===== src/rtl/twi_rf_pkg.sv =====
package twi_rf_pkg;

   localparam int BYTE_W    = 8;
   localparam int BIT_IDX_W = $clog2(BYTE_W);
   localparam int LINE_CNT  = 2;   // index 0: clock line, index 1: data line

   typedef enum logic [2:0] {
      ST_IDLE,
      ST_RX,
      ST_ACK_OUT,
      ST_TX_LOAD,
      ST_TX,
      ST_ACK_IN
   } core_state_t;

   typedef enum logic [1:0] {
      RX_DEVADDR,
      RX_PTR,
      RX_DATA
   } rx_kind_t;

endpackage


===== src/rtl/twi_line_filter.sv =====
module twi_line_filter #(
   parameter int SYNC_STAGES = 2,
   parameter int FILT_LEN    = 4
) (
   input  logic clk,
   input  logic rst_n,
   input  logic line_i,
   output logic line_o
);

   localparam int CNT_W = (FILT_LEN < 2) ? 1 : $clog2(FILT_LEN + 1);

   initial begin
      assert (SYNC_STAGES >= 1) else $error("SYNC_STAGES must be at least 1");
      assert (FILT_LEN >= 0 && FILT_LEN <= 1024) else $error("FILT_LEN out of range");
   end

   logic sync_bit;

   // synchronizer: a single stage or a chain, chosen by parameter
   if (SYNC_STAGES == 1) begin : g_sync_one
      logic sync_q;
      always_ff @(posedge clk or negedge rst_n) begin
         if (!rst_n) sync_q <= 1'b1;
         else        sync_q <= line_i;
      end
      assign sync_bit = sync_q;
   end else begin : g_sync_chain
      logic [SYNC_STAGES-1:0] sync_q;
      always_ff @(posedge clk or negedge rst_n) begin
         if (!rst_n) sync_q <= '1;
         else        sync_q <= {sync_q[SYNC_STAGES-2:0], line_i};
      end
      assign sync_bit = sync_q[SYNC_STAGES-1];
   end

   // glitch filter: a counted run of disagreeing samples, or a bypass
   if (FILT_LEN == 0) begin : g_no_filter
      assign line_o = sync_bit;
   end else begin : g_run_filter
      logic             level_q;
      logic [CNT_W-1:0] run_q;

      always_ff @(posedge clk or negedge rst_n) begin
         if (!rst_n) begin
            level_q <= 1'b1;
            run_q   <= '0;
         end else if (sync_bit == level_q) begin
            run_q <= '0;
         end else if (run_q == CNT_W'(FILT_LEN - 1)) begin
            level_q <= sync_bit;
            run_q   <= '0;
         end else begin
            run_q <= run_q + 1'b1;
         end
      end

      assign line_o = level_q;

      AST_FILT_FOLLOWS_SAMPLE: assert property (@(posedge clk) disable iff (!rst_n)
         (line_o != $past(line_o)) |-> ($past(sync_bit) == line_o));
   end

endmodule


===== src/rtl/twi_bus_events.sv =====
module twi_bus_events (
   input  logic clk,
   input  logic rst_n,
   input  logic scl_f,
   input  logic sda_f,
   output logic ev_start,
   output logic ev_stop,
   output logic ev_rise,
   output logic ev_fall
);

   logic scl_q;
   logic sda_q;

   always_ff @(posedge clk or negedge rst_n) begin
      if (!rst_n) begin
         scl_q <= 1'b1;
         sda_q <= 1'b1;
      end else begin
         scl_q <= scl_f;
         sda_q <= sda_f;
      end
   end

   // data moving while the clock stays high marks a bus condition
   assign ev_start = scl_f & scl_q & sda_q & ~sda_f;
   assign ev_stop  = scl_f & scl_q & ~sda_q & sda_f;
   assign ev_rise  = scl_f & ~scl_q;
   assign ev_fall  = ~scl_f & scl_q;

endmodule


===== src/rtl/twi_slave_core.sv =====
module twi_slave_core
   import twi_rf_pkg::*;
#(
   parameter int         ADDR_W   = 6,
   parameter logic [6:0] DEV_ADDR = 7'h68
) (
   input  logic              clk,
   input  logic              rst_n,
   input  logic              pwr_fail,
   input  logic              ev_start,
   input  logic              ev_stop,
   input  logic              ev_rise,
   input  logic              ev_fall,
   input  logic              scl_f,
   input  logic              sda_f,
   input  logic [BYTE_W-1:0] reg_rdata,
   output logic              sda_oe,
   output logic [ADDR_W-1:0] reg_addr,
   output logic              reg_wr_en,
   output logic [BYTE_W-1:0] reg_wdata
);

   localparam logic [BIT_IDX_W-1:0] LAST_BIT = BIT_IDX_W'(BYTE_W - 1);

   initial begin
      assert (ADDR_W >= 1 && ADDR_W <= BYTE_W) else $error("ADDR_W must fit in one byte");
   end

   core_state_t          state_q;
   rx_kind_t             kind_q;
   logic [BIT_IDX_W-1:0] bit_q;
   logic [BYTE_W-1:0]    shift_q;
   logic                 full_q;
   logic                 rd_mode_q;
   logic                 mst_ack_q;
   logic [ADDR_W-1:0]    ptr_q;
   logic                 oe_q;
   logic                 wr_q;
   logic [BYTE_W-1:0]    wdata_q;

   always_ff @(posedge clk or negedge rst_n) begin
      if (!rst_n) begin
         state_q   <= ST_IDLE;
         kind_q    <= RX_DEVADDR;
         bit_q     <= '0;
         shift_q   <= '0;
         full_q    <= 1'b0;
         rd_mode_q <= 1'b0;
         mst_ack_q <= 1'b0;
         ptr_q     <= '0;
         oe_q      <= 1'b0;
         wr_q      <= 1'b0;
         wdata_q   <= '0;
      end else if (pwr_fail) begin
         state_q <= ST_IDLE;
         full_q  <= 1'b0;
         ptr_q   <= '0;
         oe_q    <= 1'b0;
         wr_q    <= 1'b0;
      end else begin
         wr_q <= 1'b0;
         // the pointer steps the cycle after the write strobe
         if (wr_q) ptr_q <= ptr_q + 1'b1;

         if (ev_start) begin
            state_q <= ST_RX;
            kind_q  <= RX_DEVADDR;
            bit_q   <= '0;
            full_q  <= 1'b0;
            oe_q    <= 1'b0;
         end else if (ev_stop) begin
            state_q <= ST_IDLE;
            full_q  <= 1'b0;
            oe_q    <= 1'b0;
         end else begin
            case (state_q)
               ST_RX: begin
                  if (ev_rise) begin
                     shift_q <= {shift_q[BYTE_W-2:0], sda_f};
                     bit_q   <= bit_q + 1'b1;
                     if (bit_q == LAST_BIT) full_q <= 1'b1;
                  end else if (ev_fall && full_q) begin
                     full_q <= 1'b0;
                     if (kind_q == RX_DEVADDR) begin
                        if (shift_q[BYTE_W-1:1] == DEV_ADDR) begin
                           rd_mode_q <= shift_q[0];
                           oe_q      <= 1'b1;
                           state_q   <= ST_ACK_OUT;
                        end else begin
                           state_q <= ST_IDLE;
                        end
                     end else begin
                        oe_q    <= 1'b1;
                        state_q <= ST_ACK_OUT;
                     end
                  end
               end
               ST_ACK_OUT: begin
                  if (ev_fall) begin
                     oe_q <= 1'b0;
                     case (kind_q)
                        RX_DEVADDR: begin
                           if (rd_mode_q) begin
                              state_q <= ST_TX_LOAD;
                           end else begin
                              state_q <= ST_RX;
                              kind_q  <= RX_PTR;
                           end
                        end
                        RX_PTR: begin
                           ptr_q   <= shift_q[ADDR_W-1:0];
                           kind_q  <= RX_DATA;
                           state_q <= ST_RX;
                        end
                        default: begin
                           wr_q    <= 1'b1;
                           wdata_q <= shift_q;
                           state_q <= ST_RX;
                        end
                     endcase
                  end
               end
               ST_TX_LOAD: begin
                  shift_q <= reg_rdata;
                  oe_q    <= ~reg_rdata[BYTE_W-1];
                  bit_q   <= '0;
                  state_q <= ST_TX;
               end
               ST_TX: begin
                  if (ev_fall) begin
                     if (bit_q == LAST_BIT) begin
                        oe_q    <= 1'b0;
                        bit_q   <= '0;
                        state_q <= ST_ACK_IN;
                     end else begin
                        oe_q    <= ~shift_q[BYTE_W-2];
                        shift_q <= {shift_q[BYTE_W-2:0], 1'b0};
                        bit_q   <= bit_q + 1'b1;
                     end
                  end
               end
               ST_ACK_IN: begin
                  if (ev_rise) begin
                     mst_ack_q <= ~sda_f;
                  end else if (ev_fall) begin
                     if (mst_ack_q) begin
                        ptr_q   <= ptr_q + 1'b1;
                        state_q <= ST_TX_LOAD;
                     end else begin
                        state_q <= ST_IDLE;
                     end
                  end
               end
               default: ;
            endcase
         end
      end
   end

   assign sda_oe    = oe_q;
   assign reg_addr  = ptr_q;
   assign reg_wr_en = wr_q;
   assign reg_wdata = wdata_q;

   AST_PF_PTR_CLEAR: assert property (@(posedge clk) disable iff (!rst_n)
      pwr_fail |=> (reg_addr == '0));
   AST_PF_BUS_QUIET: assert property (@(posedge clk) disable iff (!rst_n)
      pwr_fail |=> (!sda_oe && !reg_wr_en));
   AST_WR_SINGLE: assert property (@(posedge clk) disable iff (!rst_n)
      reg_wr_en |=> !reg_wr_en);
   AST_PTR_AFTER_WR: assert property (@(posedge clk) disable iff (!rst_n)
      (reg_wr_en && !pwr_fail) |=> (reg_addr == ADDR_W'($past(reg_addr) + 1'b1)));
   AST_OE_SCL_LOW: assert property (@(posedge clk) disable iff (!rst_n)
      (!pwr_fail && !$past(pwr_fail) && (sda_oe != $past(sda_oe))) |-> !scl_f);

endmodule


===== src/rtl/twi_regfile_slave.sv =====
module twi_regfile_slave
   import twi_rf_pkg::*;
#(
   parameter int         ADDR_W      = 6,
   parameter logic [6:0] DEV_ADDR    = 7'h68,
   parameter int         SYNC_STAGES = 2,
   parameter int         FILT_LEN    = 4
) (
   input  logic              clk,
   input  logic              rst_n,
   input  logic              pwr_fail,
   input  logic              scl_i,
   input  logic              sda_i,
   output logic              sda_oe,
   output logic [ADDR_W-1:0] reg_addr,
   output logic              reg_wr_en,
   output logic [7:0]        reg_wdata,
   input  logic [7:0]        reg_rdata
);

   logic [LINE_CNT-1:0] raw_lines;
   logic [LINE_CNT-1:0] filt_lines;
   logic ev_start, ev_stop, ev_rise, ev_fall;

   assign raw_lines = {sda_i, scl_i};

   for (genvar g = 0; g < LINE_CNT; g++) begin : g_line
      twi_line_filter #(
         .SYNC_STAGES(SYNC_STAGES),
         .FILT_LEN   (FILT_LEN)
      ) u_filt (
         .clk   (clk),
         .rst_n (rst_n),
         .line_i(raw_lines[g]),
         .line_o(filt_lines[g])
      );
   end

   twi_bus_events u_events (
      .clk     (clk),
      .rst_n   (rst_n),
      .scl_f   (filt_lines[0]),
      .sda_f   (filt_lines[1]),
      .ev_start(ev_start),
      .ev_stop (ev_stop),
      .ev_rise (ev_rise),
      .ev_fall (ev_fall)
   );

   twi_slave_core #(
      .ADDR_W  (ADDR_W),
      .DEV_ADDR(DEV_ADDR)
   ) u_core (
      .clk      (clk),
      .rst_n    (rst_n),
      .pwr_fail (pwr_fail),
      .ev_start (ev_start),
      .ev_stop  (ev_stop),
      .ev_rise  (ev_rise),
      .ev_fall  (ev_fall),
      .scl_f    (filt_lines[0]),
      .sda_f    (filt_lines[1]),
      .reg_rdata(reg_rdata),
      .sda_oe   (sda_oe),
      .reg_addr (reg_addr),
      .reg_wr_en(reg_wr_en),
      .reg_wdata(reg_wdata)
   );

endmodule


===== config.mk =====
export PLATFORM = sky130hd
export DESIGN_NAME = twi_regfile_slave
export DESIGN_NICKNAME = d
export VERILOG_FILES = /design/src/rtl/twi_rf_pkg.sv /design/src/rtl/twi_line_filter.sv /design/src/rtl/twi_bus_events.sv /design/src/rtl/twi_slave_core.sv /design/src/rtl/twi_regfile_slave.sv
export SDC_FILE = /design/constraint.sdc
export NUM_CORES = 1
export LEC_CHECK = 0
export ABC_CLOCK_PERIOD_IN_PS = 2900
export BUFFER_PORTS_ARGS = -buffer_cell sky130_fd_sc_hd__buf_2
export CAP_MARGIN = 20
export CORE_MARGIN = 3
export CORE_UTILIZATION = 49
export DETAILED_ROUTE_END_ITERATION = 16
export GPL_ROUTABILITY_DRIVEN = 0
export HOLD_SLACK_MARGIN = 0.12
export PLACE_DENSITY = 0.69
export SLEW_MARGIN = 20
export SYNTH_ARGS = -nofsm -noshare
export SYNTH_HDL_FRONTEND = slang
export SYNTH_SLANG_ARGS = --single-unit

===== constraint.sdc =====
create_clock -name clk -period 2.9 [get_ports clk]
set_clock_uncertainty 0.2 [all_clocks]
set_input_delay 0 -clock clk [delete_from_list [all_inputs] [get_ports clk]]
set_output_delay 0 -clock clk [all_outputs]
set_load 0.005 [all_outputs]

**Word level (Yosys, flattened, before mapping)**

Cells that the tools add are included.

- Add/subtract/negate cells: 4
- Eq/ne operators: 28
- Multiplexer cells: 70
- Bitwise gates (word level): 20
- Reduce and logical (&&, ||, !) cells: 23

Operators by type and width:

| operator | number |
|---|---|
| 3-bit two-way mux | 19 |
| 6-bit two-way mux | 9 |
| 5-bit by 4-bit inequality test with 1-bit output, second input constant | 6 |
| 8-bit two-way mux | 3 |
| 8-bit case mux with 3 select lines | 1 |
| 1-bit two-way mux | 23 |
| 2-bit two-way mux | 10 |
| 6-bit AND reduction | 3 |
| 8-bit AND reduction | 2 |
| 3-bit case mux with 5 select lines | 1 |
| 1-bit NOT | 13 |
| 3-bit by 2-bit == test with 1-bit output, second input constant | 4 |
| 6-bit case mux with 2 select lines | 1 |
| 5-bit inequality test, second input constant | 2 |
| 5-bit AND reduction | 2 |
| 3-bit by 1-bit adder with 3-bit output, second input constant | 3 |
| 3-bit == test, second input constant | 3 |
| 3-bit case mux with 3 select lines | 1 |
| 4-bit nonzero test | 2 |
| 8-bit nonzero test | 1 |
| 1-bit AND | 7 |
| 7-bit == test, second input constant | 1 |
| 7-bit AND reduction | 1 |
| 7-bit nonzero test | 1 |
| other kinds (19) | 26 |

- Bits in registers: 49
- Bits of input ports: 13
- Output and inout port bits: 16

**Depth between registers and ports, before layout**

Gate-level depths: netlist of run 1.

- Depth in word-level cells: 9
- Depth in mapped cells: 7
- Depth with buffers taken out: 7

**By module**

A second synthesis of run 1 with hierarchy kept.

- Cell total of the unflattened synthesis: 250
- Area total of the unflattened synthesis: 2718.9 µm²

By module, submodules not included:

| module | times used | cells an instance | area an instance (µm²) | seq. area each (µm²) |
|---|---|---|---|---|
| twi_slave_core | 1 | 218 | 2178.3 | 875.8 |
| twi_line_filter at g_line[0].u_filt | 1 | 13 | 232.7 | 153.9 |
| twi_line_filter at g_line[1].u_filt | 1 | 13 | 220.2 | 153.9 |
| twi_bus_events | 1 | 6 | 87.6 | 52.6 |

**Worst setup path before layout of run 1**

OpenSTA, ideal clock, no wires.

- Path type: register to register
- Start: reg u_core.state_q[2]
- End: reg u_core.ptr_q[0], in the netlist u_core.reg_addr[0]
- Setup time: 135 ps
- Arrival: 1710 ps
- Required time: 2565 ps
- Path slack: 854 ps
- Stages on the path, launching flop included: 7
- Buffers on the path: 1
- Path through: dfrtp_1 buf_6 or3b_4 nor4b_4 nor2_2 a32oi_1 a21oi_1

- Longest elaborated chain between the ends: 5
- Elaborated cells between the ends (all ways): 6
- Those cells by class: 2 x eq/ne; 4 x mux

RTL lines:

| item | RTL line | source |
|---|---|---|
| start: declaration | twi_slave_core.sv:29 | `core_state_t state_q;` |
| start signal: assignment | twi_slave_core.sv:43 | `state_q <= ST_IDLE;` |
| start signal: assignment | twi_slave_core.sv:55 | `state_q <= ST_IDLE;` |
| start signal: assignment | twi_slave_core.sv:66 | `state_q <= ST_RX;` |
| 3-bit == test or 3-bit by 2-bit == test with 1-bit output (tied branches) | twi_slave_core.sv:76 | `case (state_q)` |
| 6-bit case mux with 2 select lines (*) | twi_slave_core.sv:76 |  |
| 6-bit two-way mux (*) | twi_slave_core.sv:71 | `end else if (ev_stop) begin` |
| 6-bit two-way mux (*) | twi_slave_core.sv:65 | `if (ev_start) begin` |
| 6-bit two-way mux (*) | twi_slave_core.sv:54 | `end else if (pwr_fail) begin` |
| end signal: assignment | twi_slave_core.sv:63 | `if (wr_q) ptr_q <= ptr_q + 1'b1;` |
| end signal: assignment | twi_slave_core.sv:111 | `ptr_q <= shift_q[ADDR_W-1:0];` |
| end signal: assignment | twi_slave_core.sv:147 | `ptr_q <= ptr_q + 1'b1;` |
| end: declaration | twi_slave_core.sv:36 | `logic [ADDR_W-1:0] ptr_q;` |

Every way passes the cells marked *; elsewhere a longest branch is shown, timed or not.
A chain may end at the register's enable or synchronous reset.

**Worst setup path after layout of run 1**

- Start: reg u_core.state_q[1]
- End: reg u_core.ptr_q[0], in the netlist u_core.reg_addr[0]

The elaborated chain is that of the path after synthesis.

==> impl_metrics.toml, run 1 <==
[run_status]
status = "complete, no violations"

[setup_path]
worstSetupEndpoint = "u_core.reg_addr[0]"
cp.arrival_ps = 2320
crit_chain = "or3b_4, nor4b_4, nor2_2, a32oi_1, a21oi_1"
r2r-end = "u_core.reg_addr[0]"
worst-path-max-fanout = 16
path_class = "flop to flop"
r2r_slack_ps = 560
cp_slowest_stage_delay_ps = 600
slowest_stage = "dfrtp_1"
startpoint_type = "flop"
r2r_cells = 5
cp-end-kind = "flop"
r2r-start = "u_core.state_q[1]"
crit_required_ps = 2880
cp-startpoint = "u_core.state_q[1]"

[detailed_routing]
drt-initial-drc-count = 135
ant_nets = 0
viasPerCell = 5.64
routed_wl_um = 5550
vias = 2026
drc = 0
wl_per_cell_um = 15.5
firstDrtPassIters = 6

[timing]
fmax_ghz = 0.427
finalHoldViolCount = 0
setup_viol = 0
fin_crit_ps = 2340
maxSlewViolCount = 0
worst_hold_slack_ps = 150
setup_ws_ps = 560
min_period_over_period_pct = 80.7
tns_ps = 0
worst_slew_pin_slew_ps = 673
max_slew_margin_pct = 54.8
rsz0062_at_grt = "no"

[logic_synthesis]
synth_seq_area_share_pct = 47.5
synth_area_per_cell_um2 = 10.3
synth_top_area_share_pct = 39.4
synth_seq_cells = 49
synthFlopType = "dfrtp_1"
synthTopCellsByArea = "dfrtp_1, dfstp_2, mux2_2"
synth_most_common_cell = "dfrtp_1"
syn_area_mm2 = 0.00260
postSynthCellCount = 254
synth_commonest_cells = "dfrtp_1, a21oi_1, nor2_1, nand2_1, mux2_2"
ys_warn_count = 0
synth.distinct_cells = 51
syn_nets = 272
synth-async-reset-ratio_pct = 100
synth_largest_area_cell = "dfrtp_1"
synth_edf_count = 0

[cts]
clk_latency_ps = 290
path_clk_slew_ps = 80
holdBufCountCts = 12
cts_sinks = 49
htreeDepth = 2
cts_buffers = 5
cts_resized = 0
cts_tree = "built"
clock-root-buffer = "clkbuf_8"
post-cts-setup-buffers = 0
cts_buffer_depth = 2

[placed_design]
portBuffers = 28
place_hpwl_um = 3790
place_worst_setup_slack_ps = 587

[power_and_ir_drop]
max-vdd-ir-drop_mv = 0.404
power_leakage_nw = 1.35
power_density_mw_per_mm2 = 829
power_mw = 2.49

[floorplanning]
die_h_um = 78.9
core_area_mm2 = 0.00491
die_area_mm2 = 0.00622
io_pins = 29
row_count = 25
die_w_um = 78.9
start_util_pct = 53.0

[worst_hold_path]
hold_class = "primary input to flop"

[global_route]
grt_pass1_vias = 1837
grt_pass1_wl_um = 9200
antenna_found_initial = 0
grt_remaining_overflow = 0
grt_max_degree = 47
grt_use_total_pct = 18.8

[run]
max-cap-violations = 0

[layout]
flow.area_growth_from_synthesis_pct = 15.4
n_antenna_cell = 0
layout-drive-gt1-share_pct = 22.9
nets = 310
postLayoutCoreUtil_pct = 61.2
-- sequential cells by signal, indices dropped and copies added (netlist names) --
| name | count |
|---|---|
| g_line.u_filt.g_run_filter.run_q | 6 |
| g_line.u_filt.g_sync_chain.sync_q | 4 |
| g_line.u_filt.line_o | 2 |
| u_core.bit_q | 3 |
| u_core.full_q | 1 |
| u_core.kind_q | 2 |
| u_core.mst_ack_q | 1 |
| u_core.rd_mode_q | 1 |
| u_core.reg_addr | 6 |
| u_core.reg_wdata | 8 |
| u_core.reg_wr_en | 1 |
| u_core.sda_oe | 1 |
| u_core.shift_q | 8 |
| u_core.state_q | 3 |
| u_events.scl_q | 1 |
| u_events.sda_q | 1 |
-- metrics by stage --
stage / instances / instance area [um^2]
floorplan: 254 / 2600
global placement: 339 / 2790
detailed placement: 339 / 2790
CTS: 358 / 2990
global route: 359 / 3010
finish: 359 / 3010
-- worst max-delay path, delay by kind of cell, from the launching register on --
kind	cells	cell delay, ps
flip-flops	1	600
AND/OR/NAND/NOR	3	1110
AO/OA/AOI/OAI	2	300
-- worst min-delay path by stage --
stage | startpoint | endpoint | slack (ps) | cells after the start
floorplan | rst_n | g_line[0].u_filt.g_run_filter.run_q[0] | -500 | 0
CTS | scl_i | g_line[0].u_filt.g_sync_chain.sync_q[0] | 130 | 2
finish | scl_i | g_line[0].u_filt.g_sync_chain.sync_q[0] | 150 | 2
detailed placement | scl_i | g_line[0].u_filt.g_sync_chain.sync_q[0] | -90 | 1
global placement | sda_i | g_line[1].u_filt.g_sync_chain.sync_q[0] | -100 | 1
global route | sda_i | g_line[1].u_filt.g_sync_chain.sync_q[0] | 140 | 2
-- layout make-up --
type	count	area, um^2
clock buffer	7	86.3
fill	439	1910
inverter	6	22.5
multi-input combinational	186	1280
sequential	49	1240
tap	67	83.8
timing repair buffer	44	295
-- where the power goes --
part           total [mW]  leakage [nW]  switching [mW]  internal (mW)
logic               0.883         0.690           0.444          0.440
registers            1.21         0.613           0.282          0.923
clock network       0.402        0.0443           0.212          0.190
-- cells by family after synthesis --
| group | after synthesis | share of synthesized area, % |
|---|---|---|
| muxes | 22 | 9.13 |
| DFF | 49 | 47.5 |
| buffers and inverters | 19 | 3.32 |
| xor gates and xnor gates | 12 | 4.04 |
| adders and majority gates | 5 | 2.40 |
| AOI/OAI and AO/OA | 62 | 15.7 |
| and+or+nand+nor | 85 | 18.0 |
-- cell usage in the layout (no fill, tap or decap), drive strengths merged, types with 7 or more instances in the layout --
cell          n
mux2i         8
xnor2         8
dfstp         8
nand2        15
nor2b         7
nor2         19
clkbuf        7
nand3        12
dfrtp        41
dlygate4sd3  13
mux2         14
o21ai        14
buf          31
a21oi        24
-- per-layer routing --
| metal | routed length, um | global-route usage (%) | part of all wire (%) | up-vias |
|---|---|---|---|---|
| li1 | - | - | - | 987 |
| met1 | 2700 | 28.0 | 49 | 994 |
| met2 | 2560 | 28.8 | 46 | 41 |
| met3 | 247 | 3.40 | 4.5 | 4 |
| met4 | 36 | 4.30 | 0.65 | 0 |
| met5 | 0 | 0 | 0 | - |
No activity file was read; power rests on OpenSTA's default activity.
==> inputs of run 2 (changes only) <==
--- a/config.mk
+++ b/config.mk
@@ -5,7 +5,7 @@
 export SDC_FILE = /design/constraint.sdc
 export NUM_CORES = 1
 export LEC_CHECK = 0
-export ABC_CLOCK_PERIOD_IN_PS = 2900
+export ABC_CLOCK_PERIOD_IN_PS = 2100
 export BUFFER_PORTS_ARGS = -buffer_cell sky130_fd_sc_hd__buf_2
 export CAP_MARGIN = 20
 export CORE_MARGIN = 3
@@ -13,7 +13,7 @@
 export DETAILED_ROUTE_END_ITERATION = 16
 export GPL_ROUTABILITY_DRIVEN = 0
 export HOLD_SLACK_MARGIN = 0.12
-export PLACE_DENSITY = 0.69
+export PLACE_DENSITY = 0.71
 export SLEW_MARGIN = 20
 export SYNTH_ARGS = -nofsm -noshare
 export SYNTH_HDL_FRONTEND = slang
==> constraint.sdc (replaced) <==
create_clock -name clk -period 2.1 [get_ports clk]
set_clock_uncertainty 0.2 [all_clocks]
set_input_delay 0 -clock clk [delete_from_list [all_inputs] [get_ports clk]]
set_output_delay 0 -clock clk [all_outputs]
set_load 0.005 [all_outputs]
==> impl_metrics.toml, run 2 (synthesized netlist as in run 1, its figures left out) <==
[run]
max-cap-violations = 0

[timing]
finalHoldViolCount = 0
rsz0062_at_grt = "no"
setup_viol = 0
tns_ps = 0
fmax_ghz = 0.503
fin_crit_ps = 1990
maxSlewViolCount = 0
max_slew_margin_pct = 47.8
min_period_over_period_pct = 94.7
worst_slew_pin_slew_ps = 783

[cts]
path_clk_slew_ps = 90
cts_sinks = 49
clock-root-buffer = "clkbuf_8"
post-cts-setup-buffers = 0
cts_buffers = 5
cts_buffer_depth = 2
cts_tree = "built"
htreeDepth = 2
clk_latency_ps = 310

[detailed_routing]
vias = 2088
firstDrtPassIters = 4
viasPerCell = 5.58
wl_per_cell_um = 15.1
drt-initial-drc-count = 124
ant_nets = 0
routed_wl_um = 5640
drc = 0

[layout]
nFillCells = 403
multi_input_area_mm2 = 0.00130
postLayoutCoreUtil_pct = 64.0
flow.area_growth_from_synthesis_pct = 20.7
mostFrequentLayoutCells = "dfrtp_1, buf_2, a21oi_1, nor2_1, buf_4"
n_antenna_cell = 0
nets = 324
layout-drive-gt1-share_pct = 28.7
finalNonFillerCells = 374
final_area_mm2 = 0.00314
ff_latch_area_mm2 = 0.00124
mostFrequentLayoutCell = "dfrtp_1"

[floorplanning]
core_area_mm2 = 0.00491
start_util_pct = 53.0
die_area_mm2 = 0.00622
io_pins = 29
row_count = 25
die_h_um = 78.9
die_w_um = 78.9

[setup_path]
cp.arrival_ps = 1980
crit_required_ps = 2090
path_class = "flop to flop"
startpoint_type = "flop"
worst-path-max-fanout = 12
cp-end-kind = "flop"

[placed_design]
placed_cell_area_mm2 = 0.00289
placedCellCount = 353
portBuffers = 28
place_hpwl_um = 3960

[power_and_ir_drop]
max-vdd-ir-drop_mv = 0.690
power_leakage_nw = 1.43
power_density_mw_per_mm2 = 1160

[global_route]
grt_remaining_overflow = 0
grt_max_degree = 37
grt_use_total_pct = 20.0
antenna_found_initial = 0
grt_pass1_vias = 2084
grt_pass1_wl_um = 9790

[run_status]
status = "complete, no violations"

[worst_hold_path]
hold_class = "primary input to asynchronous set/reset pin"
==> run 2: changes by cell type in the layout (fill, tap and decap cells not counted), sizes merged <==
cell    before  now
buf         31   45
clkinv       0    1
==> run 2: timing repair <==
item,CTS,global route
gates resized for setup,1,5
pin swaps,0,1
hold buffers,13,0
cloned,0,0
endpoints found under the setup margin,8,21
hold endpoints to repair,60,0
==> run 2: worst paths after layout <==
kind	slack, ps	end	cells past startpoint	from
worst max-delay path	110	u_core.state_q[0]	6	u_core.state_q[0]
worst min-delay path	110	g_line[1].u_filt.g_run_filter.run_q[0]	2	rst_n
worst max register to register	110	u_core.state_q[0]	6	u_core.state_q[0]
worst min register to register	160	g_line[0].u_filt.g_sync_chain.sync_q[1]	0	g_line[0].u_filt.g_sync_chain.sync_q[0]
max in group asynchronous	930	u_core.shift_q[3]	3	rst_n
min in group clk	130	g_line[0].u_filt.g_sync_chain.sync_q[0]	2	scl_i
==> run 2: worst max-delay path, stage by stage (launching register included) <==
cell       delay, ps
dfrtp_2          450
buf_4            190
xor2_1           160
a2bb2oi_1        190
o21ai_1          110
o21ai_1          210
mux2_1           360
==> run 2: cell type report <==
class,count,share of cell area (%)
clock buffer,7,3.07
clock inverter,1,0.159
inverter,6,0.717
multi-input combinational,186,41.2
sequential,49,39.4
tap,67,2.67
timing repair buffer,58,12.8
==> run 2: report_power, final <==
part	total [mW]	switching (mW)	internal [mW]
logic	1.46	0.744	0.718
registers	1.57	0.295	1.28
clock network	0.613	0.315	0.298
==> run 2: layer usage <==
metal | up-vias | global-route usage [%] | part of all wire (%)
li1 | 1013 | - | -
met4 | 0 | 6.87 | 0.97
met3 | 7 | 4.42 | 4.9
met1 | 1017 | 28.1 | 46
met2 | 51 | 30.8 | 48
met5 | - | 0 | 0
==> run 2: per-stage QoR <==
step	setup WS, ps	hold WS [ps]	power [mW]
final	111	106	3.64
after global routing	4.84	143	3.95
after CTS	33.3	127	3.64
after detailed placement	-16.2	-93.6	3.00
after global placement	82.3	-94.1	2.96
after floorplan	54.5	-496	2.51
==> inputs of run 3 (changes only) <==
--- a/config.mk
+++ b/config.mk
@@ -14,6 +14,7 @@
 export GPL_ROUTABILITY_DRIVEN = 0
 export HOLD_SLACK_MARGIN = 0.12
 export PLACE_DENSITY = 0.71
+export SETUP_SLACK_MARGIN = 0.02
 export SLEW_MARGIN = 20
 export SYNTH_ARGS = -nofsm -noshare
 export SYNTH_HDL_FRONTEND = slang
==> constraint.sdc (replaced) <==
create_clock -name clk -period 2.1 [get_ports clk]
set_clock_uncertainty 0.2 [all_clocks]
set_input_delay 0 -clock clk [delete_from_list [all_inputs] [get_ports clk]]
set_output_delay 0 -clock clk [all_outputs]
set_load 0.01 [all_outputs]
==> impl_metrics.toml, run 3 (synthesized netlist as in run 1, its figures left out) <==
[run_status]
status = "complete, no violations"

[detailed_routing]
wl_per_cell_um = 15.2
met1Wirelength_um = 2580
drc = 0
maxUsedRoutingLayer = "met4"
firstDrtPassIters = 4
vias = 2092
ant_nets = 0
viasPerCell = 5.59
dr_wl_met3_um = 283
routed_wl_um = 5680
drt-initial-drc-count = 114
wl_met2_um = 2730

[timing]
worst_slew_pin_slew_ps = 786
worst_hold_slack_ps = 106
finalHoldViolCount = 0
fin_crit_ps = 1990
max_slew_margin_pct = 47.6
setup_viol = 0
rsz0062_at_grt = "yes"
maxSlewViolCount = 0
tns_ps = 0
fmax_ghz = 0.502
setup_ws_ps = 108
min_period_over_period_pct = 94.8

[setup_path]
cp-end-kind = "flop"
crit_required_ps = 2090
r2r-end = "u_core.state_q[0]"
r2r_cells = 6
slowest_stage = "dfrtp_2"
cp.arrival_ps = 1980
worstSetupEndpoint = "u_core.state_q[0]"
cp_slowest_stage_delay_ps = 450
cp-startpoint = "u_core.state_q[0]"
worst-path-max-fanout = 12
r2r-start = "u_core.state_q[0]"
r2r_slack_ps = 110
startpoint_type = "flop"
path_class = "flop to flop"
crit_chain = "buf_4, xor2_1, a2bb2oi_1, o21ai_1, o21ai_1, mux2_1"
cpMostUsedCell = "o21ai_1"

[global_route]
grt_use_total_pct = 20.0
grt_pass1_vias = 2084
grt_remaining_overflow = 0
grt_pass1_wl_um = 9790
antenna_found_initial = 0
grt_max_degree = 37

[power_and_ir_drop]
power_density_mw_per_mm2 = 1170
clockPowerShare_pct = 16.7
combPwrFrac_pct = 40.7
p_sw_mw = 1.39
power_leakage_nw = 1.43
sw_frac_of_total_pct = 37.7
seqPwrFrac_pct = 42.6
max-vdd-ir-drop_mv = 0.708
power.internal_mw = 2.30

[layout]
postLayoutCoreUtil_pct = 64.1
nets = 324
n_antenna_cell = 0
mostFrequentLayoutCell = "dfrtp_1"
flow.area_growth_from_synthesis_pct = 20.8
nFillCells = 406
finalNonFillerCells = 374
mostFrequentLayoutCells = "dfrtp_1, buf_2, a21oi_1, nor2_1, buf_4"
layout-drive-gt1-share_pct = 29.0

[floorplanning]
io_pins = 29
row_count = 25
start_util_pct = 53.0
die_h_um = 78.9
die_w_um = 78.9
die_area_mm2 = 0.00622
core_area_mm2 = 0.00491

[worst_hold_path]
hold_class = "primary input to asynchronous set/reset pin"

[run]
max-cap-violations = 0

[placed_design]
place_worst_setup_slack_ps = -16.2
portBuffers = 28
placedCellCount = 353
place_hpwl_um = 3960

[cts]
cts_sinks = 49
clk_latency_ps = 310
cts_buffers = 5
post-cts-setup-buffers = 0
path_clk_slew_ps = 90
htreeDepth = 2
cts_buffer_depth = 2
clock-root-buffer = "clkbuf_8"
cts_tree = "built"
[run 3: changes by cell type in the layout (fill, tap and decap cells not counted)]
cell,delta
nor2b_2,+1
nor2b_1,-1
[run 3: per-layer routing]
| metal | vias up | GRT usage, % |
|---|---|---|
| met5 | - | 0 |
| met4 | 0 | 6.87 |
| met3 | 8 | 4.42 |
| met2 | 53 | 30.8 |
| met1 | 1018 | 28.1 |
| li1 | 1013 | - |
[run 3: worst min path at each step]
| stage | start | to | depth (start not counted) | slack (ps) |
|---|---|---|---|---|
| floorplan | rst_n | g_line[0].u_filt.g_run_filter.run_q[0] | 0 | -500 |
| global placement | scl_i | g_line[0].u_filt.g_sync_chain.sync_q[0] | 1 | -90 |
| detailed placement | sda_i | g_line[1].u_filt.g_sync_chain.sync_q[0] | 1 | -90 |
| CTS | scl_i | g_line[0].u_filt.g_sync_chain.sync_q[0] | 2 | 130 |
| global route | scl_i | g_line[0].u_filt.g_sync_chain.sync_q[0] | 2 | 140 |
| finish | rst_n | g_line[1].u_filt.g_run_filter.run_q[0] | 2 | 110 |
[run 3: power by group through the flow]
stage | clock (mW) | combinational (mW) | sequential, mW
after floorplan | 0 | 1.03 | 1.51
after global placement | 0 | 1.42 | 1.57
after detailed placement | 0 | 1.46 | 1.58
after CTS | 0.627 | 1.49 | 1.56
after global routing | 0.669 | 1.69 | 1.62
final | 0.614 | 1.50 | 1.57
[run 3: metrics by stage]
stage	instance area [um^2]	power (mW)
final	3150	3.68
after global routing	3150	3.99
after CTS	3130	3.67
after detailed placement	2890	3.03
after global placement	2890	2.99
after floorplan	2600	2.54
[run 3: critical path: cells and delay by family, from the launching register on]
kind                   cells  cell delay, ps
AO/OA/AOI/OAI              3             510
multiplexers               1             360
XOR/XNOR                   1             160
flip-flops                 1             450
buffers and inverters      1             190
[run 3: final cells by class]
class	count	area, um^2	share of cell area, %
multi-input cells	186	1300	41.3
flip-flops and latches	49	1240	39.3
repair buffers	58	402	12.8
clock buffers	7	96.3	3.06
well taps	67	83.8	2.67
inverters	6	22.5	0.716
clock inverters	1	5.00	0.159
[run 3: repair_timing]
action | 4_1_cts | 5_1_grt
hold endpoints to repair | 60 | 0
setup endpoints to repair | 8 | 22
hold buffers | 13 | 0
pin swaps | 0 | 1
gates resized for setup | 1 | 6
